`src/rtl/adc_rx_pkg.sv`:
```
// Shared types for the self-clocked ADC receiver.
package adc_rx_pkg;
    // Phases of the convert-strobe sequencer.
    typedef enum logic [1:0] {
        ST_IDLE    = 2'd0,
        ST_PULSE   = 2'd1,
        ST_WAIT_LO = 2'd2,
        ST_WAIT_HI = 2'd3
    } strobe_st_e;
endpackage

```
`src/rtl/adc_rx_sync.sv`:
```
// Two-flop synchronizer, one chain per bit.
// Assumes each input bit is independent; no bus coherence is given.
module adc_rx_sync #(
    parameter int          W       = 3,
    parameter logic [W-1:0] RST_VAL = '0
) (
    input  logic         clk,
    input  logic         rst_n,
    input  logic [W-1:0] d_i,
    output logic [W-1:0] q_o
);
    genvar g;
    generate
        for (g = 0; g < W; g++) begin : g_bit
            logic s1, s2;
            // Two-stage capture of one asynchronous bit.
            always_ff @(posedge clk) begin
                if (!rst_n) begin
                    s1 <= RST_VAL[g];
                    s2 <= RST_VAL[g];
                end else begin
                    s1 <= d_i[g];
                    s2 <= s1;
                end
            end
            assign q_o[g] = s2;
        end
    endgenerate
endmodule

```
`src/rtl/adc_rx_strobe.sv`:
```
// Convert-strobe sequencer. On start in idle, pulls convert and select
// low together for CNV_LOW_CYC cycles, then waits for one full BUSY
// low/high cycle before accepting another start.
// Assumes busy_s is already synchronized to clk.
module adc_rx_strobe
    import adc_rx_pkg::*;
#(
    parameter int CNV_LOW_CYC = 4
) (
    input  logic clk,
    input  logic rst_n,
    input  logic start_i,
    input  logic busy_s,
    output logic conv_n_o,
    output logic cs_n_o
);
    localparam int PW = (CNV_LOW_CYC > 1) ? $clog2(CNV_LOW_CYC) : 1;
    localparam logic [PW-1:0] PLAST = PW'(CNV_LOW_CYC - 1);

    strobe_st_e    state;
    logic [PW-1:0] pcnt;

    // Sequencer: pulse timing and wait for the device to finish.
    always_ff @(posedge clk) begin
        if (!rst_n) begin
            state    <= ST_IDLE;
            pcnt     <= '0;
            conv_n_o <= 1'b1;
            cs_n_o   <= 1'b1;
        end else begin
            case (state)
                ST_IDLE: if (start_i) begin
                    state    <= ST_PULSE;
                    pcnt     <= '0;
                    conv_n_o <= 1'b0;
                    cs_n_o   <= 1'b0;
                end
                ST_PULSE: if (pcnt == PLAST) begin
                    state    <= ST_WAIT_LO;
                    conv_n_o <= 1'b1;
                    cs_n_o   <= 1'b1;
                end else begin
                    pcnt <= pcnt + 1'b1;
                end
                ST_WAIT_LO: if (!busy_s) state <= ST_WAIT_HI;
                ST_WAIT_HI: if (busy_s) state <= ST_IDLE;
                default: state <= ST_IDLE;
            endcase
        end
    end

    // outside idle the strobe never starts a new pulse.
    a_r3_no_restart: assert property (@(posedge clk) disable iff (!rst_n)
        (state != ST_IDLE) |=> !$fell(conv_n_o));
    // the strobe is released only at the end of the pulse phase.
    a_r2_release: assert property (@(posedge clk) disable iff (!rst_n)
        $rose(conv_n_o) |-> (state == ST_WAIT_LO));
    // convert and select move as a pair.
    a_r2_pair: assert property (@(posedge clk) disable iff (!rst_n)
        conv_n_o == cs_n_o);
endmodule

```
`src/rtl/adc_rx_shift.sv`:
```
// Frame capture. Finds rising edges of the synchronized device clock,
// shifts bits in MSB first while BUSY is low, and closes the frame on
// the BUSY rising edge: a full frame gives a word, a short one an error.
// Assumes all inputs come from adc_rx_sync.
module adc_rx_shift #(
    parameter int WORD_W = 16
) (
    input  logic              clk,
    input  logic              rst_n,
    input  logic              busy_s,
    input  logic              dclk_s,
    input  logic              sdata_s,
    output logic [WORD_W-1:0] word_o,
    output logic              word_vld_o,
    output logic              word_prior_ok_o,
    output logic              frame_err_o
);
    localparam int CW = $clog2(WORD_W + 1);
    localparam logic [CW-1:0] FULL = CW'(WORD_W);

    logic              busy_d, dclk_d, seen;
    logic [CW-1:0]     cnt;
    logic [WORD_W-1:0] shreg;
    logic              busy_rise, dclk_rise;

    assign busy_rise = busy_s & ~busy_d;
    assign dclk_rise = dclk_s & ~dclk_d;

    // Previous synchronized levels for edge detection.
    always_ff @(posedge clk) begin
        if (!rst_n) begin
            busy_d <= 1'b1;
            dclk_d <= 1'b0;
        end else begin
            busy_d <= busy_s;
            dclk_d <= dclk_s;
        end
    end

    // Bit capture, frame closing and result publication.
    always_ff @(posedge clk) begin
        if (!rst_n) begin
            cnt             <= '0;
            shreg           <= '0;
            seen            <= 1'b0;
            word_o          <= '0;
            word_vld_o      <= 1'b0;
            word_prior_ok_o <= 1'b0;
            frame_err_o     <= 1'b0;
        end else begin
            word_vld_o  <= 1'b0;
            frame_err_o <= 1'b0;
            if (busy_rise) begin
                if (cnt == FULL) begin
                    word_o          <= shreg;
                    word_vld_o      <= 1'b1;
                    word_prior_ok_o <= seen;
                end else begin
                    frame_err_o <= 1'b1;
                end
                seen <= 1'b1;
                cnt  <= '0;
            end else if (!busy_s && dclk_rise && cnt != FULL) begin
                shreg <= {shreg[WORD_W-2:0], sdata_s};
                cnt   <= cnt + 1'b1;
            end
        end
    end

    // the bit counter never passes the word width.
    a_r4_cnt_bound: assert property (@(posedge clk) disable iff (!rst_n)
        cnt <= FULL);
    // the valid strobe lasts one cycle.
    a_r5_vld_single: assert property (@(posedge clk) disable iff (!rst_n)
        word_vld_o |=> !word_vld_o);
    // a full shift register is frozen for the rest of the window.
    a_r9_hold_full: assert property (@(posedge clk) disable iff (!rst_n)
        (cnt == FULL && !busy_s) |=> $stable(shreg));
    // an error report leaves the published word alone.
    a_r8_err_keeps_word: assert property (@(posedge clk) disable iff (!rst_n)
        frame_err_o |-> $stable(word_o));
    // with BUSY high and no frame end, captured bits do not move.
    a_r7_idle_hold: assert property (@(posedge clk) disable iff (!rst_n)
        (busy_s && busy_d) |=> $stable(shreg));
endmodule

```
`src/rtl/adc_selfclk_rx.sv`:
```
// Top of the self-clocked ADC receiver: synchronizers, strobe
// sequencer and frame capture. Assumes clk runs at least ten times
// faster than the device data clock and no slower than 10 MHz.
module adc_selfclk_rx #(
    parameter int WORD_W      = 16,
    parameter int CNV_LOW_CYC = 4
) (
    input  logic              clk,
    input  logic              rst_n,
    input  logic              start_i,
    input  logic              busy_i,
    input  logic              dclk_i,
    input  logic              sdata_i,
    output logic              conv_n_o,
    output logic              cs_n_o,
    output logic [WORD_W-1:0] word_o,
    output logic              word_vld_o,
    output logic              word_prior_ok_o,
    output logic              frame_err_o
);
    logic [2:0] sync_q;

    adc_rx_sync #(.W(3), .RST_VAL(3'b100)) i_sync (
        .clk   (clk),
        .rst_n (rst_n),
        .d_i   ({busy_i, dclk_i, sdata_i}),
        .q_o   (sync_q)
    );

    adc_rx_strobe #(.CNV_LOW_CYC(CNV_LOW_CYC)) i_strobe (
        .clk      (clk),
        .rst_n    (rst_n),
        .start_i  (start_i),
        .busy_s   (sync_q[2]),
        .conv_n_o (conv_n_o),
        .cs_n_o   (cs_n_o)
    );

    adc_rx_shift #(.WORD_W(WORD_W)) i_shift (
        .clk             (clk),
        .rst_n           (rst_n),
        .busy_s          (sync_q[2]),
        .dclk_s          (sync_q[1]),
        .sdata_s         (sync_q[0]),
        .word_o          (word_o),
        .word_vld_o      (word_vld_o),
        .word_prior_ok_o (word_prior_ok_o),
        .frame_err_o     (frame_err_o)
    );
endmodule

```
`config.mk`:
```
export PLATFORM = sky130hd
export DESIGN_NAME = adc_selfclk_rx
export DESIGN_NICKNAME = d
export VERILOG_FILES = /design/src/rtl/adc_rx_pkg.sv /design/src/rtl/adc_rx_sync.sv /design/src/rtl/adc_rx_strobe.sv /design/src/rtl/adc_rx_shift.sv /design/src/rtl/adc_selfclk_rx.sv
export SDC_FILE = /design/constraint.sdc
export NUM_CORES = 1
export LEC_CHECK = 0
export BUFFER_PORTS_ARGS = -buffer_cell sky130_fd_sc_hd__buf_2
export CORE_MARGIN = 2
export CORE_UTILIZATION = 30
export CTS_CLUSTER_DIAMETER = 80
export DETAILED_ROUTE_END_ITERATION = 16
export GPL_TIMING_DRIVEN = 0
export SYNTH_ARGS = -nofsm -noshare
export SYNTH_HDL_FRONTEND = slang
export SYNTH_SLANG_ARGS = --single-unit
```
`constraint.sdc`:
```
create_clock -name clk -period 2.1 [get_ports clk]
set_clock_uncertainty 0.05 [all_clocks]
set_input_delay 0.105 -clock clk [delete_from_list [all_inputs] [get_ports clk]]
set_output_delay 0.105 -clock clk [all_outputs]
set_load 0.005 [all_outputs]
```
## Yosys cells after proc, flatten, opt, wreduce, memory -nomap -nowiden

Cells that the tools add are included.

- Output and inout port bits: 21
- Flip-flop bits (word level): 54
- Input bits: 6

- Add/subtract/negate cells: 2
- Eq/ne operators: 11
- Bitwise operators: 6
- Reductions and logical operators: 12
- Mux-type cells: 13

Operators by type and width:

| operator | number |
|---|---|
| 2-to-1 mux 2 bit | 6 |
| != test 2 bit, second input constant | 4 |
| case mux 2 bit (4 select lines) | 1 |
| == test 2 bit, second input constant | 3 |
| AND reduction 2 bit | 3 |
| AND reduction 3 bit | 2 |
| adder 5 x 1 -> 5 bit, second input constant | 1 |
| == test 5 bit, second input constant | 1 |
| != test 5 bit, second input constant | 1 |
| 2-to-1 mux 1 bit | 4 |
| NOT 1 bit | 4 |
| case mux 2 bit (2 select lines) | 1 |
| AND reduction 4 bit | 1 |
| adder 2 x 1 -> 2 bit, second input constant | 1 |
| bitwise AND 1 bit | 2 |
| == test 2 x 1 -> 1 bit, second input constant | 1 |
| logical AND 1 bit | 2 |
| logical NOT 2 bit | 1 |
| != test 2 x 1 -> 1 bit, second input constant | 1 |
| case mux 1 bit (2 select lines) | 1 |
| nonzero test 2 bit | 1 |
| OR reduction 2 bit | 1 |
| logical NOT 1 bit | 1 |

## Longest topological paths before layout

- Depth in word-level cells: 5
- Gate-level depth with buffers: 7
- Mapped depth without buffers: 5

## Hierarchy

A second synthesis with hierarchy kept.

- Cell total of the unflattened synthesis: 212
- Area, all modules: 2275.9 um^2

By module, submodules not included:

| module | area each (um^2) | cells each | times used |
|---|---|---|---|
| adc_rx_shift | 1691.6 | 155 | 1 |
| adc_rx_strobe | 404.1 | 42 | 1 |
| adc_rx_sync | 180.2 | 15 | 1 |

## Worst setup path before layout

No wires, ideal clock.

- Kind: register -> register
- Start point: reg i_shift.cnt[0]
- End point: reg i_shift.cnt[0]
- Library setup time: 0.072 ns
- Clock period less this slack: 1.486 ns
- Cell stages (with the launch flop): 8
- Buffers on the path: 2
- Path slack: 0.614 ns
- Arrival: 1.364 ns
- Required time: 1.978 ns
- Cell sequence: dfxtp_1 > inv_1 > ha_1 > and4bb_4 > nor2b_2 > buf_6 > buf_12 > mux2i_1

- Longest elaborated chain between the ends: 2
- Elaborated cells on any way between the ends: 3
- Those cells by class: add/sub (1); eq/ne (1); reduce/logical (1)

RTL lines:

| item | RTL line | source |
|---|---|---|
| start: declaration | adc_rx_shift.sv:22 | `logic [CW-1:0] cnt;` |
| start signal: assignment | adc_rx_shift.sv:65 | `cnt <= cnt + 1'b1;` |
| branches (longest 2 deep; another with adder 5 x 1 -> 5 bit) | -- |  |

Parallel ways; which one is timed is not known.
A chain may end at the register's enable or synchronous reset.

## Final worst setup path

- Start point: reg i_shift.cnt[0]
- End point: reg i_shift.shreg[1]

- Longest elaborated chain between the ends: 3

RTL lines:

| item | RTL line | source |
|---|---|---|
| != test 5 bit | adc_rx_shift.sv:63 | `end else if (!busy_s && dclk_rise && cnt != FULL) begin` |
| logical AND 1 bit | adc_rx_shift.sv:63 |  |
| AND reduction 2 bit (no line) | -- |  |
| end signal: assignment | adc_rx_shift.sv:64 | `shreg <= {shreg[WORD_W-2:0], sdata_s};` |
| end: declaration | adc_rx_shift.sv:23 | `logic [WORD_W-1:0] shreg;` |

No other way between the ends.

==> impl_metrics.tcl <==
set metrics [dict create \
    diodes 0 \
    drive_gt1_frac 0.196 \
    chipHeight_um 88.9 \
    synth_cell_type_count 34 \
    power_density_mw_per_mm2 800 \
    rsz0062_at_grt "false" \
    syn-num-nets 222 \
    rows 30 \
    ys_async_sr_fraction 0 \
    drc 0 \
    fin_crit_sh 0.796 \
    wl_per_cell_um 11.3 \
    finalSetupViolations 0 \
    synth_top_area_frac 0.499 \
    drt_first_iter_violations 37 \
    cts_setup_buffers 0 \
    synth_seq_cells 54 \
    cts_buffer_depth 2 \
    grt-ovfl-total 0 \
    antenna_found_initial 0 \
    yosys.area.top_type "dfxtp_1" \
    p_int_w 0.00154 \
    core_area_mm2 0.00691 \
    setup_slack_ps 428 \
    cp_cell_sequence "inv_1 > ha_1 > and4bb_4 > nor2b_2 > buf_6 > buf_12 > mux2i_1" \
    end_kind "flip-flop" \
    clkPwrFrac 0.336 \
    critPathMaxStageDelay_ps 390 \
    cts_tree "built" \
    post-dp-hpwl_um 2720 \
    clk_latency_ps 300 \
    yosys_most_used_dff "dfxtp_1" \
    cp_max_fo 10 \
    worst_ep_required_time_ps 2290 \
    status "finished clean" \
    grt_pass1_vias 1440 \
    place_inst 329 \
    yosys-top-cells-area "dfxtp_1 (50%), mux2i_1 (18%), nand2_1 (8.0%)" \
    timing.critical_path.from_type "flip-flop" \
    detail-route-antenna-nets 0 \
    io_buffers 25 \
    ir_drop_v 0.000348 \
    synthCells 208 \
    synthTopCellsByCount "dfxtp_1 (54), nand2_1 (46), mux2i_1 (39)" \
    cts_buffers 5 \
    slew-limit-headroom 0.687 \
    r2r_cells 7 \
    htreeDepth 2 \
    syn_area_mm2 0.00216 \
    cts_root_buf "clkbuf_8" \
    cts.clk_slew.worst_paths_ps 90 \
    nNetsFinal 258 \
    p_leak_nw 1.05 \
    wl_um 3860 \
    seq_area_frac_synth 0.499 \
    final_cells 341 \
    avgSynthCellArea_um2 10.4 \
    hold_slack_ps 126 \
    cp.depth 7 \
    crit_arrival_ps 1860 \
    grt_first_pass_wirelength_um 6460 \
    vias_per_cell 4.30 \
    firstDrtPassIters 4 \
    p_sw_w 0.000504 \
    worst-path-buf-inv 3 \
    max_cap_viol_count 0 \
    power_frac_seq 0.535 \
    min_path_cells 4 \
    gp_congestion 0.727 \
    hold_viol 0 \
    final_area_mm2 0.00256 \
    yosys_warnings 0 \
    dpl_cell_area_mm2 0.00241 \
    area_growth_pct 18.3 \
    switching_share 0.246 \
    ioPinCount 27 \
    post-route-min-period_ps 1670 \
    fmax_ghz 0.598 \
    power_frac_comb 0.129 \
    grt_use_total 0.105 \
    pre_cts_ws_ps 457 \
    start_util 0.313 \
    clock-sinks 54 \
    setup_tns_ps 0 \
    cts_resized 0 \
    tightest_slew_ps 469 \
    dr_total_vias 1468 \
    hold_path_class "input port to flip-flop" \
    slew_viol_final 0 \
    synthMostInstantiatedCell "dfxtp_1" \
    critPathKind "flip-flop to flip-flop" \
    dieArea_mm2 0.00791 \
    synth_edf_count 0 \
    path_delay_family "buffers and inverters" \
    die_x_um 88.9 \
    grt_max_degree 17 \
    slowest_stage "dfxtp_1" \
]
-- state kept, by name (all words and copies together), names as in the netlist --
register,count
i_shift.shreg,16
i_shift.word_o,16
i_shift.cnt,5
i_sync.g_bit.s1,3
i_sync.g_bit.s2,3
i_strobe.pcnt,2
i_strobe.state,2
i_shift.busy_d,1
i_shift.dclk_d,1
i_shift.frame_err_o,1
i_shift.seen,1
i_shift.word_prior_ok_o,1
i_shift.word_vld_o,1
i_strobe.conv_n_o,1
-- worst reg2reg max path, stage by stage, from the launching register on --
cell and delay [ps]:
dfxtp_1 390, inv_1 80, ha_1 200, and4bb_4 230, nor2b_2 140, buf_6 180
buf_12 150, mux2i_1 190
-- power by group through the flow --
stage | combinational [W] | clock (W) | sequential (W)
after floorplan | 0.000206 | 0 | 0.00111
after global placement | 0.000258 | 0 | 0.00112
after detailed placement | 0.000264 | 0 | 0.00112
after CTS | 0.000271 | 0.000712 | 0.00110
after global routing | 0.000305 | 0.000755 | 0.00110
final | 0.000264 | 0.000688 | 0.00110
-- final timing paths --
kind                           start            endpoint  slack (ps)
hold reg to reg   i_sync.g_bit[2].s1  i_sync.g_bit[2].s2         370
setup reg to reg      i_shift.cnt[0]    i_shift.shreg[1]         430
hold / removal               start_i   i_strobe.conv_n_o         130
setup / recovery      i_shift.cnt[0]    i_shift.shreg[1]         430
-- layer usage --
layer | GRT usage | wire (um) | vias to the layer above
met5 | 0 | 0 | -
met4 | 0.0285 | 44 | 0
met3 | 0.0314 | 144 | 4
met2 | 0.182 | 1780 | 17
met1 | 0.128 | 1890 | 679
li1 | - | - | 768
-- timing repair --
| item | 4_1_cts | 5_1_grt |
|---|---|---|
| hold buffers | 4 | 0 |
| endpoints found under the hold margin | 4 | 0 |
| setup endpoints to repair | 0 | 0 |
-- through the flow --
stage | util | total power (W)
final | 0.371 | 0.00205
after floorplan | - | 0.00132
after global routing | 0.371 | 0.00216
after CTS | 0.371 | 0.00208
after global placement | 0.349 | 0.00137
after detailed placement | 0.349 | 0.00138
-- final cells by class --
type                    instances  area (um2)
multi-input cells             139         965
well taps                      96         120
inverters                       4        15.0
clock inverters                 2        37.5
clock buffers                   6        72.6
repair buffers                 29         165
flip-flops and latches         54        1080
fillers                       735        4350
plain buffers                  11         104
-- cells in the final DEF, fill, tap and decap left out, types with 4 or more instances in the layout --
master         instances
a21oi_1                5
dlygate4sd3_1          4
buf_2                 26
clkbuf_1               4
and2_1                 6
nand3_1                6
ha_1                   8
mux2i_1               39
inv_1                  4
clkbuf_8               8
dfxtp_1               54
nand2b_1               5
nand2_1               46
-- kinds of logic (layout without fill, tap and decap cells) --
kind of cell | Yosys count | after routing | share of synthesized area
buffers and inverters | 15 | 52 | 0.0549
DFF | 54 | 54 | 0.499
adders and majority gates | 8 | 8 | 0.0462
and+or+nand+nor | 79 | 79 | 0.184
muxes | 39 | 39 | 0.180
AOI/OAI and AO/OA | 13 | 13 | 0.0347
No activity file was read; power rests on OpenSTA's default activity.
